--- config.mk ---
export PLATFORM = sky130hd
export DESIGN_NAME = memctl_reg_stub
export DESIGN_NICKNAME = d
export VERILOG_FILES = /design/src/rtl/memctl_stub_pkg.sv /design/src/rtl/memctl_addr_decode.sv /design/src/rtl/memctl_cmd_reg.sv /design/src/rtl/memctl_zq_block.sv /design/src/rtl/memctl_reg_stub.sv
export SDC_FILE = /design/constraint.sdc
export NUM_CORES = 1
export LEC_CHECK = 0
export BUFFER_PORTS_ARGS = -buffer_cell sky130_fd_sc_hd__clkbuf_2
export CAP_MARGIN = 40
export CORE_UTILIZATION = 45
export CTS_BUF_LIST = sky130_fd_sc_hd__clkbuf_2
export DETAILED_ROUTE_END_ITERATION = 10
export GPL_TIMING_DRIVEN = 1
export PLACE_DENSITY = 0.62
export SLEW_MARGIN = 20
export SYNTH_ARGS = -nofsm -noshare
export SYNTH_HDL_FRONTEND = slang
export SYNTH_SLANG_ARGS = --single-unit
--- constraint.sdc ---
create_clock -name clk -period 3.9 [get_ports clk]
set_clock_uncertainty 0.05 [all_clocks]
set_input_delay 0.78 -clock clk [delete_from_list [all_inputs] [get_ports clk]]
set_output_delay 0.78 -clock clk [all_outputs]
set_load 0.03 [all_outputs]
--- src/rtl/memctl_stub_pkg.sv ---
// Package: memctl_stub_pkg
// Shared constants and types for the DRAM controller register stub.
// Assumes a 32-bit data path and byte addresses with word alignment.
package memctl_stub_pkg;

    localparam int unsigned DATA_W = 32;

    // Register offsets (bytes) inside the register window
    localparam int unsigned OFS_CTRL     = 32'h000;
    localparam int unsigned OFS_ZQ_CTL   = 32'h0A8;
    localparam int unsigned OFS_ZQ_STAT  = 32'h0B0;
    localparam int unsigned OFS_OOB_BASE = 32'h2E4;

    // Bit positions with side effects
    localparam int unsigned CTRL_INIT_BIT  = 31;
    localparam int unsigned CTRL_TRAIN_BIT = 30;
    localparam int unsigned ZQ_DONE_BIT    = 31;

    // Reset values
    localparam logic [DATA_W-1:0] CTRL_RST    = 32'h8002_0000;
    localparam logic [DATA_W-1:0] ZQ_CTL_RST  = 32'h07B0_0000;
    localparam logic [DATA_W-1:0] ZQ_STAT_RST = 32'h8000_0000;

    // Bits of the control register that clear themselves on write
    localparam logic [DATA_W-1:0] CTRL_SELF_CLR =
        (DATA_W'(1) << CTRL_INIT_BIT) | (DATA_W'(1) << CTRL_TRAIN_BIT);

    // Result of address decode
    typedef enum logic [2:0] {
        SEL_NONE    = 3'd0,
        SEL_CTRL    = 3'd1,
        SEL_ZQ_CTL  = 3'd2,
        SEL_ZQ_STAT = 3'd3,
        SEL_OOB     = 3'd4
    } reg_sel_e;

endpackage

--- src/rtl/memctl_addr_decode.sv ---
// Module: memctl_addr_decode
// Maps a byte address to a register select. Misaligned addresses map to
// SEL_NONE. Aligned addresses at or above the out-of-range base map to
// SEL_OOB. Assumes ADDR_W is wide enough to hold the out-of-range base.
module memctl_addr_decode
    import memctl_stub_pkg::*;
#(
    parameter int unsigned ADDR_W = 12
) (
    input  logic [ADDR_W-1:0] addr,
    output reg_sel_e          sel
);

    localparam logic [ADDR_W-1:0] A_CTRL    = ADDR_W'(OFS_CTRL);
    localparam logic [ADDR_W-1:0] A_ZQ_CTL  = ADDR_W'(OFS_ZQ_CTL);
    localparam logic [ADDR_W-1:0] A_ZQ_STAT = ADDR_W'(OFS_ZQ_STAT);
    localparam logic [ADDR_W-1:0] A_OOB     = ADDR_W'(OFS_OOB_BASE);

    logic aligned;

    // Whole-word accesses only: the two low address bits must be zero
    always_comb aligned = (addr[1:0] == 2'b00);

    // Select the target register for an aligned access
    always_comb begin
        sel = SEL_NONE;
        if (aligned) begin
            if (addr >= A_OOB)            sel = SEL_OOB;
            else if (addr == A_CTRL)      sel = SEL_CTRL;
            else if (addr == A_ZQ_CTL)    sel = SEL_ZQ_CTL;
            else if (addr == A_ZQ_STAT)   sel = SEL_ZQ_STAT;
        end
    end

endmodule

--- src/rtl/memctl_cmd_reg.sv ---
// Module: memctl_cmd_reg
// A register whose bits in SELF_CLR are always stored as zero, so a
// command written there reads back as already finished. Assumes the
// write enable is a single-cycle strobe.
module memctl_cmd_reg #(
    parameter int unsigned       W        = 32,
    parameter logic [W-1:0]      RST_VAL  = '0,
    parameter logic [W-1:0]      SELF_CLR = '0
) (
    input  logic         clk,
    input  logic         rst_n,
    input  logic         wr_en,
    input  logic [W-1:0] wdata,
    output logic [W-1:0] q
);

    // Store the written word with the command bits already finished
    always_ff @(posedge clk) begin
        if (!rst_n)      q <= RST_VAL;
        else if (wr_en)  q <= wdata & ~SELF_CLR;
    end

endmodule

--- src/rtl/memctl_zq_block.sv ---
// Module: memctl_zq_block
// ZQ calibration control and status pair. A write to the control word
// sets the done bit in status. Status can also be written directly.
// Assumes the two write enables are never high together.
module memctl_zq_block
    import memctl_stub_pkg::*;
#(
    parameter int unsigned W = DATA_W
) (
    input  logic         clk,
    input  logic         rst_n,
    input  logic         ctl_wr,
    input  logic         stat_wr,
    input  logic [W-1:0] wdata,
    output logic [W-1:0] ctl_q,
    output logic [W-1:0] stat_q
);

    localparam logic [W-1:0] DONE_MASK = W'(1) << ZQ_DONE_BIT;

    // Control word: plain storage, nothing clears itself
    memctl_cmd_reg #(
        .W        (W),
        .RST_VAL  (W'(ZQ_CTL_RST)),
        .SELF_CLR ('0)
    ) u_ctl (
        .clk   (clk),
        .rst_n (rst_n),
        .wr_en (ctl_wr),
        .wdata (wdata),
        .q     (ctl_q)
    );

    // Status word: direct write, or done bit set on calibration start
    always_ff @(posedge clk) begin
        if (!rst_n)        stat_q <= W'(ZQ_STAT_RST);
        else if (stat_wr)  stat_q <= wdata;
        else if (ctl_wr)   stat_q <= stat_q | DONE_MASK;
    end

endmodule

--- src/rtl/memctl_reg_stub.sv ---
// Module: memctl_reg_stub
// Top of the DRAM controller register stub. Decodes one bus access per
// cycle, updates the registers, returns registered read data one cycle
// later and pulses oob_err after out-of-range accesses.
// Assumes req_wr and req_rd are never high together.
module memctl_reg_stub
    import memctl_stub_pkg::*;
#(
    parameter int unsigned ADDR_W = 12
) (
    input  logic                clk,
    input  logic                rst_n,
    input  logic [ADDR_W-1:0]   req_addr,
    input  logic [DATA_W-1:0]   req_wdata,
    input  logic                req_wr,
    input  logic                req_rd,
    output logic [DATA_W-1:0]   rsp_data,
    output logic                rsp_valid,
    output logic                oob_err
);

    reg_sel_e          sel;
    logic [DATA_W-1:0] ctrl_q;
    logic [DATA_W-1:0] zq_ctl_q;
    logic [DATA_W-1:0] zq_stat_q;
    logic [DATA_W-1:0] rd_mux;
    logic              wr_ctrl, wr_zq_ctl, wr_zq_stat;

    memctl_addr_decode #(.ADDR_W(ADDR_W)) u_dec (
        .addr (req_addr),
        .sel  (sel)
    );

    // Per-register write strobes
    always_comb begin
        wr_ctrl    = req_wr && (sel == SEL_CTRL);
        wr_zq_ctl  = req_wr && (sel == SEL_ZQ_CTL);
        wr_zq_stat = req_wr && (sel == SEL_ZQ_STAT);
    end

    memctl_cmd_reg #(
        .W        (DATA_W),
        .RST_VAL  (CTRL_RST),
        .SELF_CLR (CTRL_SELF_CLR)
    ) u_ctrl (
        .clk   (clk),
        .rst_n (rst_n),
        .wr_en (wr_ctrl),
        .wdata (req_wdata),
        .q     (ctrl_q)
    );

    memctl_zq_block #(.W(DATA_W)) u_zq (
        .clk     (clk),
        .rst_n   (rst_n),
        .ctl_wr  (wr_zq_ctl),
        .stat_wr (wr_zq_stat),
        .wdata   (req_wdata),
        .ctl_q   (zq_ctl_q),
        .stat_q  (zq_stat_q)
    );

    // Read multiplexer: unimplemented and out-of-range offsets give zero
    always_comb begin
        unique case (sel)
            SEL_CTRL:    rd_mux = ctrl_q;
            SEL_ZQ_CTL:  rd_mux = zq_ctl_q;
            SEL_ZQ_STAT: rd_mux = zq_stat_q;
            default:     rd_mux = '0;
        endcase
    end

    // Registered read response, zero outside a valid cycle
    always_ff @(posedge clk) begin
        if (!rst_n) begin
            rsp_data  <= '0;
            rsp_valid <= 1'b0;
        end else begin
            rsp_valid <= req_rd;
            rsp_data  <= req_rd ? rd_mux : '0;
        end
    end

    // One-cycle error pulse for each out-of-range access
    always_ff @(posedge clk) begin
        if (!rst_n) oob_err <= 1'b0;
        else        oob_err <= (req_wr || req_rd) && (sel == SEL_OOB);
    end

endmodule

==> flow_metrics.env, run 1 <==
export IMPL_numCtsBuffers=17
export IMPL_drc=0
export IMPL_fin_nets=668
export IMPL_yosys_warnings=0
export IMPL_synth_area_leaders="dfxtp_1, nand2_1, nand3_1"
export IMPL_clk_pin_slew_ns=0.19
export IMPL_drtAntennaViolNets=0
export IMPL_design_die_area_um2=11420
export IMPL_synth_seq_cells=129
export IMPL_coreArea_um2=10510
export IMPL_critPathCaptureType="register"
export IMPL_timing_fmax_mhz=454.5
export IMPL_grt_pass1_wl_mm=20.33
export IMPL_wl_per_cell_um=16.15
export IMPL_required_ns=4.41
export IMPL_hp_class="in -> reg"
export IMPL_dp_hpwl_mm=7.716
export IMPL_post_synth_top_count_cell="nand2_1"
export IMPL_p_leak_nw=2.078
export IMPL_io_pins=82
export IMPL_routed_via_density=5.534
export IMPL_grt_start_max_net_pins=68
export IMPL_path_class="in -> reg"
export IMPL_post_cts_resized=0
export IMPL_dieWidth_um=106.9
export IMPL_timing_final_crit_share_pct=56.42
export IMPL_worstMarginPinSlew_ns=0.8385
export IMPL_timing_hold_ws_ns=0.2596
export IMPL_slew_viol_final=0
export IMPL_h_tree_depth=4
export IMPL_synth_top_area_share_pct=52.19
export IMPL_holdBufCountCts=0
export IMPL_vias=4256
export IMPL_diodes=0
export IMPL_synth_ff_type="dfxtp_1"
export IMPL_cts_setup_buffers=0
export IMPL_fp_dieH_um=106.9
export IMPL_nFillCells=960
export IMPL_fp_row_count=37
export IMPL_synthCells=558
export IMPL_synth_edf_count=0
export IMPL_syn_cell_area_um2=4948
export IMPL_grt_antenna_before_repair=0
export IMPL_hold_viol=0
export IMPL_synth_largest_area_cell="dfxtp_1"
export IMPL_pre_cts_ws_ns=0.9984
export IMPL_cts_tree="yes"
export IMPL_total_power_mw=2.424
export IMPL_synth_nets=606
export IMPL_grt_pass1_vias=4026
export IMPL_placed_cells=737
export IMPL_cts_root_buf="clkbuf_2"
export IMPL_yosysSeqAreaShare_pct=52.19
export IMPL_avgSynthCellArea_um2=8.868
export IMPL_pwr_density_cell_nw_per_um2=418.2
export IMPL_peakVddDrop_mv=0.2460
export IMPL_arrival_ns=2.71
export IMPL_setup_slack_ns=1.700
export IMPL_run_status="finished clean"
export IMPL_setup_viol=0
export IMPL_rsz0062_at_grt="no"
export IMPL_relSlewSlack_pct=43.68
export IMPL_syn_to_final_growth_pct=17.12
export IMPL_min_period_ns=2.200
export IMPL_maxCapViolCount=0
export IMPL_gp_congestion=0.7215
export IMPL_grt_use_total_pct=23.20
export IMPL_clk_path_buf_depth=2
export IMPL_tns_ns=0
export IMPL_start_util_pct=47.09
export IMPL_synth_common_cells="nand2_1, dfxtp_1, nand3_1"
export IMPL_clk_latency_ns=0.69
export IMPL_wl_mm=12.42
export IMPL_dr_pass1_iters=5
export IMPL_ys_types=30
export IMPL_globalRouteOverflowTotal=0
export IMPL_instances_no_fill=769
export IMPL_start_kind="primary input"
export IMPL_synthArstFlopShare_pct=0
export IMPL_crit_fanout=42
export IMPL_initialDrtViolationCount=258
export IMPL_portBuffers=81
export IMPL_cts_sinks=129
export IMPL_layout_drive_gt1_share_pct=22.75
## state kept, by name, summed over array words and instances, names as in the netlist
name          count
rsp_valid         1
u_zq.stat_q      32
u_ctrl.q         31
oob_err           1
u_zq.u_ctl.q     32
rsp_data         32
## report_power, final
part,internal [mW],switching [mW],total [mW]
clock,0.487,0.493,0.980
sequential,1.32,0.000295,1.32
combinational,0.0423,0.0805,0.123
total,1.85,0.574,2.42
## worst max-delay path: stages
cell and delay, ns:
clkbuf_2 0.14, and4b_1 0.81, buf_4 0.29, nand4_1 0.15
buf_4 0.31, nand3_1 0.13, o21ai_0 0.08
## metal layers
layer | vias to the layer above | part of all wire [%] | GRT usage, % | routed length, µm
met3 | 13 | 5.2 | 6.018 | 644
met2 | 115 | 47 | 38.29 | 5858
met1 | 2013 | 47 | 29.65 | 5782
met4 | 0 | 1.1 | 7.143 | 131
li1 | 2115 | - | - | -
met5 | - | 0 | 0 | 0
## through the flow
stage | instance area (µm²) | util (%)
global placement | 5409 | 51.47
global route | 5796 | 55.15
detailed placement | 5492 | 52.26
floorplan | 4949 | -
CTS | 5796 | 55.15
finish | 5796 | 55.15
## worst paths after layout
check	start	endpoint	cells after the start	slack (ns)
max	req_addr[3]	u_zq.stat_q[25]	7	1.70
min	req_wdata[20]	u_zq.u_ctl.q[20]	3	0.26
max reg2reg	u_zq.stat_q[26]	rsp_data[26]	2	2.84
min reg2reg	u_ctrl.q[31]	u_ctrl.q[31]	2	0.41
## cell type report
cell class	instances	area [µm²]	share of cell area, %
Tap cell	136	170.2	2.936
Timing Repair Buffer	97	588.1	10.15
Clock inverter	14	214.0	3.692
Sequential cell	129	2582	44.56
Inverter	2	7.507	0.1295
Clock buffer	18	90.09	1.554
Multi-Input combinational cell	373	2143	36.98
## cells by family (layout without fill, tap and decap cells)
kind of cell | after synthesis | count (layout) | synth area share (%)
xor+xnor | 1 | 1 | 0.1770
flops | 129 | 129 | 52.19
compound gates | 155 | 155 | 22.91
simple gates | 217 | 217 | 19.85
buf+inv | 56 | 131 | 4.880
## cell usage in the layout, fill, tap and decap left out, drive strengths merged, types with 2 or more instances in the layout
cell	Yosys	final
nand2	130	130
dfxtp	129	129
clkbuf	40	98
nand3	66	66
o21ai	62	62
a22oi	31	31
a2111oi	31	31
a21boi	26	26
buf	14	17
nor2	6	6
clkinv	0	6
bufinv	0	5
nand4	4	4
nor4	3	3
and3	3	3
clkinvlp	0	3
and4b	2	2
inv	2	2
a31oi	2	2
Power figures use the tool's default switching activity.
==> run 2: changes to the inputs <==
--- a/config.mk
+++ b/config.mk
@@ -11,7 +11,7 @@
 export CTS_BUF_LIST = sky130_fd_sc_hd__clkbuf_2
 export DETAILED_ROUTE_END_ITERATION = 10
 export GPL_TIMING_DRIVEN = 1
-export PLACE_DENSITY = 0.62
+export PLACE_DENSITY = 0.65
 export SLEW_MARGIN = 20
 export SYNTH_ARGS = -nofsm -noshare
 export SYNTH_HDL_FRONTEND = slang
==> constraint.sdc (replaced) <==
create_clock -name clk -period 1.79 [get_ports clk]
set_clock_uncertainty 0.05 [all_clocks]
set_input_delay 0.358 -clock clk [delete_from_list [all_inputs] [get_ports clk]]
set_output_delay 0.358 -clock clk [all_outputs]
set_load 0.03 [all_outputs]
==> flow_metrics.env, run 2 (synthesis results as in run 1) <==
export IMPL_h_tree_depth=4
export IMPL_crit_fanout=12
export IMPL_rsz0062_at_grt="no"
export IMPL_relSlewSlack_pct=68.32
export IMPL_grt_pass1_wl_mm=21.10
export IMPL_r2r_end="rsp_data[20]"
export IMPL_instances_no_fill=830
export IMPL_min_path_cells=3
export IMPL_portBuffers=81
export IMPL_placed_cells=758
export IMPL_design_die_area_um2=11420
export IMPL_run_status="finished clean"
export IMPL_grt_start_max_net_pins=89
export IMPL_hold_path_startpoint="req_wr"
export IMPL_timing_final_crit_share_pct=95.29
export IMPL_maxCapViolCount=0
export IMPL_timing_fmax_mhz=586.2
export IMPL_gp_congestion=0.7731
export IMPL_io_pins=82
export IMPL_cts_tree="yes"
export IMPL_min_to="u_zq.stat_q[31]"
export IMPL_r2r_cells=2
export IMPL_rr_startpoint="u_zq.u_ctl.q[20]"
export IMPL_fin_nets=729
export IMPL_clk_pin_slew_ns=0.20
export IMPL_grt_use_total_pct=23.43
export IMPL_critPathCaptureType="register"
export IMPL_clk_latency_ns=0.66
export IMPL_layout_drive_gt1_share_pct=24.50
export IMPL_cts_setup_buffers=0
export IMPL_p_leak_nw=2.373
export IMPL_ff2ff_setup_slack_ns=0.76
export IMPL_hold_viol=0
export IMPL_path_class="in -> reg"
export IMPL_routed_via_density=5.498
export IMPL_numCtsBuffers=17
export IMPL_start_kind="primary input"
export IMPL_pwr_density_cell_nw_per_um2=818.0
export IMPL_required_ns=2.29
export IMPL_grt_antenna_before_repair=0
export IMPL_cts_root_buf="clkbuf_2"
export IMPL_min_period_ns=1.706
export IMPL_slew_viol_final=0
export IMPL_wl_per_cell_um=15.64
export IMPL_coreArea_um2=10510
export IMPL_worstMarginPinSlew_ns=0.4741
export IMPL_hp_class="in -> reg"
export IMPL_start_util_pct=47.09
export IMPL_wl_mm=12.98
export IMPL_diodes=0
export IMPL_fp_row_count=37
export IMPL_reg_largest_list="rsp_data: 32 flops, u_zq.stat_q: 32 flops, u_zq.u_ctl.q: 32 flops"
export IMPL_dr_pass1_iters=7
export IMPL_clk_path_buf_depth=2
export IMPL_globalRouteOverflowTotal=0
export IMPL_timing_hold_ws_ns=0.05889
export IMPL_vias=4563
export IMPL_initialDrtViolationCount=283
export IMPL_dieWidth_um=106.9
export IMPL_fp_dieH_um=106.9
export IMPL_arrival_ns=2.20
export IMPL_total_power_mw=5.263
export IMPL_drc=0
export IMPL_drtAntennaViolNets=0
export IMPL_mostFrequentLayoutCells="nand2_1, dfxtp_1, clkbuf_2"
export IMPL_dp_hpwl_mm=8.328
export IMPL_peakVddDrop_mv=0.5851
export IMPL_setup_viol=0
export IMPL_syn_to_final_growth_pct=30.01
export IMPL_grt_pass1_vias=4360
export IMPL_cts_sinks=129
[run 2: cell count changes in the layout (fill, tap and decap cells not counted), moves of 2 or more]
cell and change:
buf_16 -3, a2111oi_1 -3, buf_4 +13, a2111oi_2 +4, buf_12 +11, clkinvlp_4 -2
dlygate4sd3_1 +39, clkinv_2 -2, inv_6 +5, bufinv_16 -2, inv_8 +2
[run 2: where the power goes]
| group | switching, mW | internal [mW] |
|---|---|---|
| sequential | 0.000744 | 2.88 |
| clock | 1.20 | 0.825 |
| combinational | 0.192 | 0.162 |
| total | 1.40 | 3.87 |
[run 2: layer usage]
metal  vias up  global-route usage [%]  wire (µm)
met3        10                   5.410        738
met2       160                   39.26       6245
met1      2150                   29.93       5864
li1       2243                       -          -
met5         -                       0          0
met4         0                   7.045        136
[run 2: metrics by stage]
| step | area, µm² | setup slack [ns] | TNS [ns] | util (%) |
|---|---|---|---|---|
| after CTS | 6397 | 0.04023 | 0 | 60.88 |
| after global placement | 5727 | -0.1977 | -2.776 | 54.49 |
| after global routing | 6434 | 0.02012 | 0 | 61.22 |
| final | 6434 | 0.08423 | 0 | 61.22 |
| after floorplan | 4949 | 0.04859 | 0 | - |
| after detailed placement | 5727 | -0.2318 | -3.421 | 54.49 |
[run 2: worst max-delay path, cell delays in order]
cell and delay [ns]:
dlygate4sd3_1 0.54, clkbuf_2 0.14, nor4_4 0.17, and3_1 0.27
buf_4 0.22, nand2_1 0.09, a2111oi_2 0.40
[run 2: worst max path at each step]
stage / start / to / slack [ns]
after detailed placement: req_addr[6] / rsp_data[20] / -0.23
after CTS: req_addr[0] / rsp_data[20] / 0.04
after global routing: req_addr[0] / rsp_data[23] / 0.02
final: req_addr[0] / rsp_data[20] / 0.08
after floorplan: req_addr[2] / rsp_data[10] / 0.05
after global placement: req_addr[4] / rsp_data[16] / -0.20
[run 2: final cells by class]
| class | count | area (µm²) |
|---|---|---|
| fillers | 920 | 4075 |
| multi-input cells | 373 | 2165 |
| well taps | 136 | 170.2 |
| repair buffers | 158 | 1229 |
| clock buffers | 17 | 85.08 |
| clock inverters | 15 | 195.2 |
| flip-flops and latches | 129 | 2582 |
| inverters | 2 | 7.507 |
[run 2: repair_timing]
| action | CTS | global route |
|---|---|---|
| hold buffers | 39 | 0 |
| gates resized for setup | 0 | 5 |
| setup endpoints to repair | 0 | 5 |
| hold endpoints to repair | 95 | 0 |
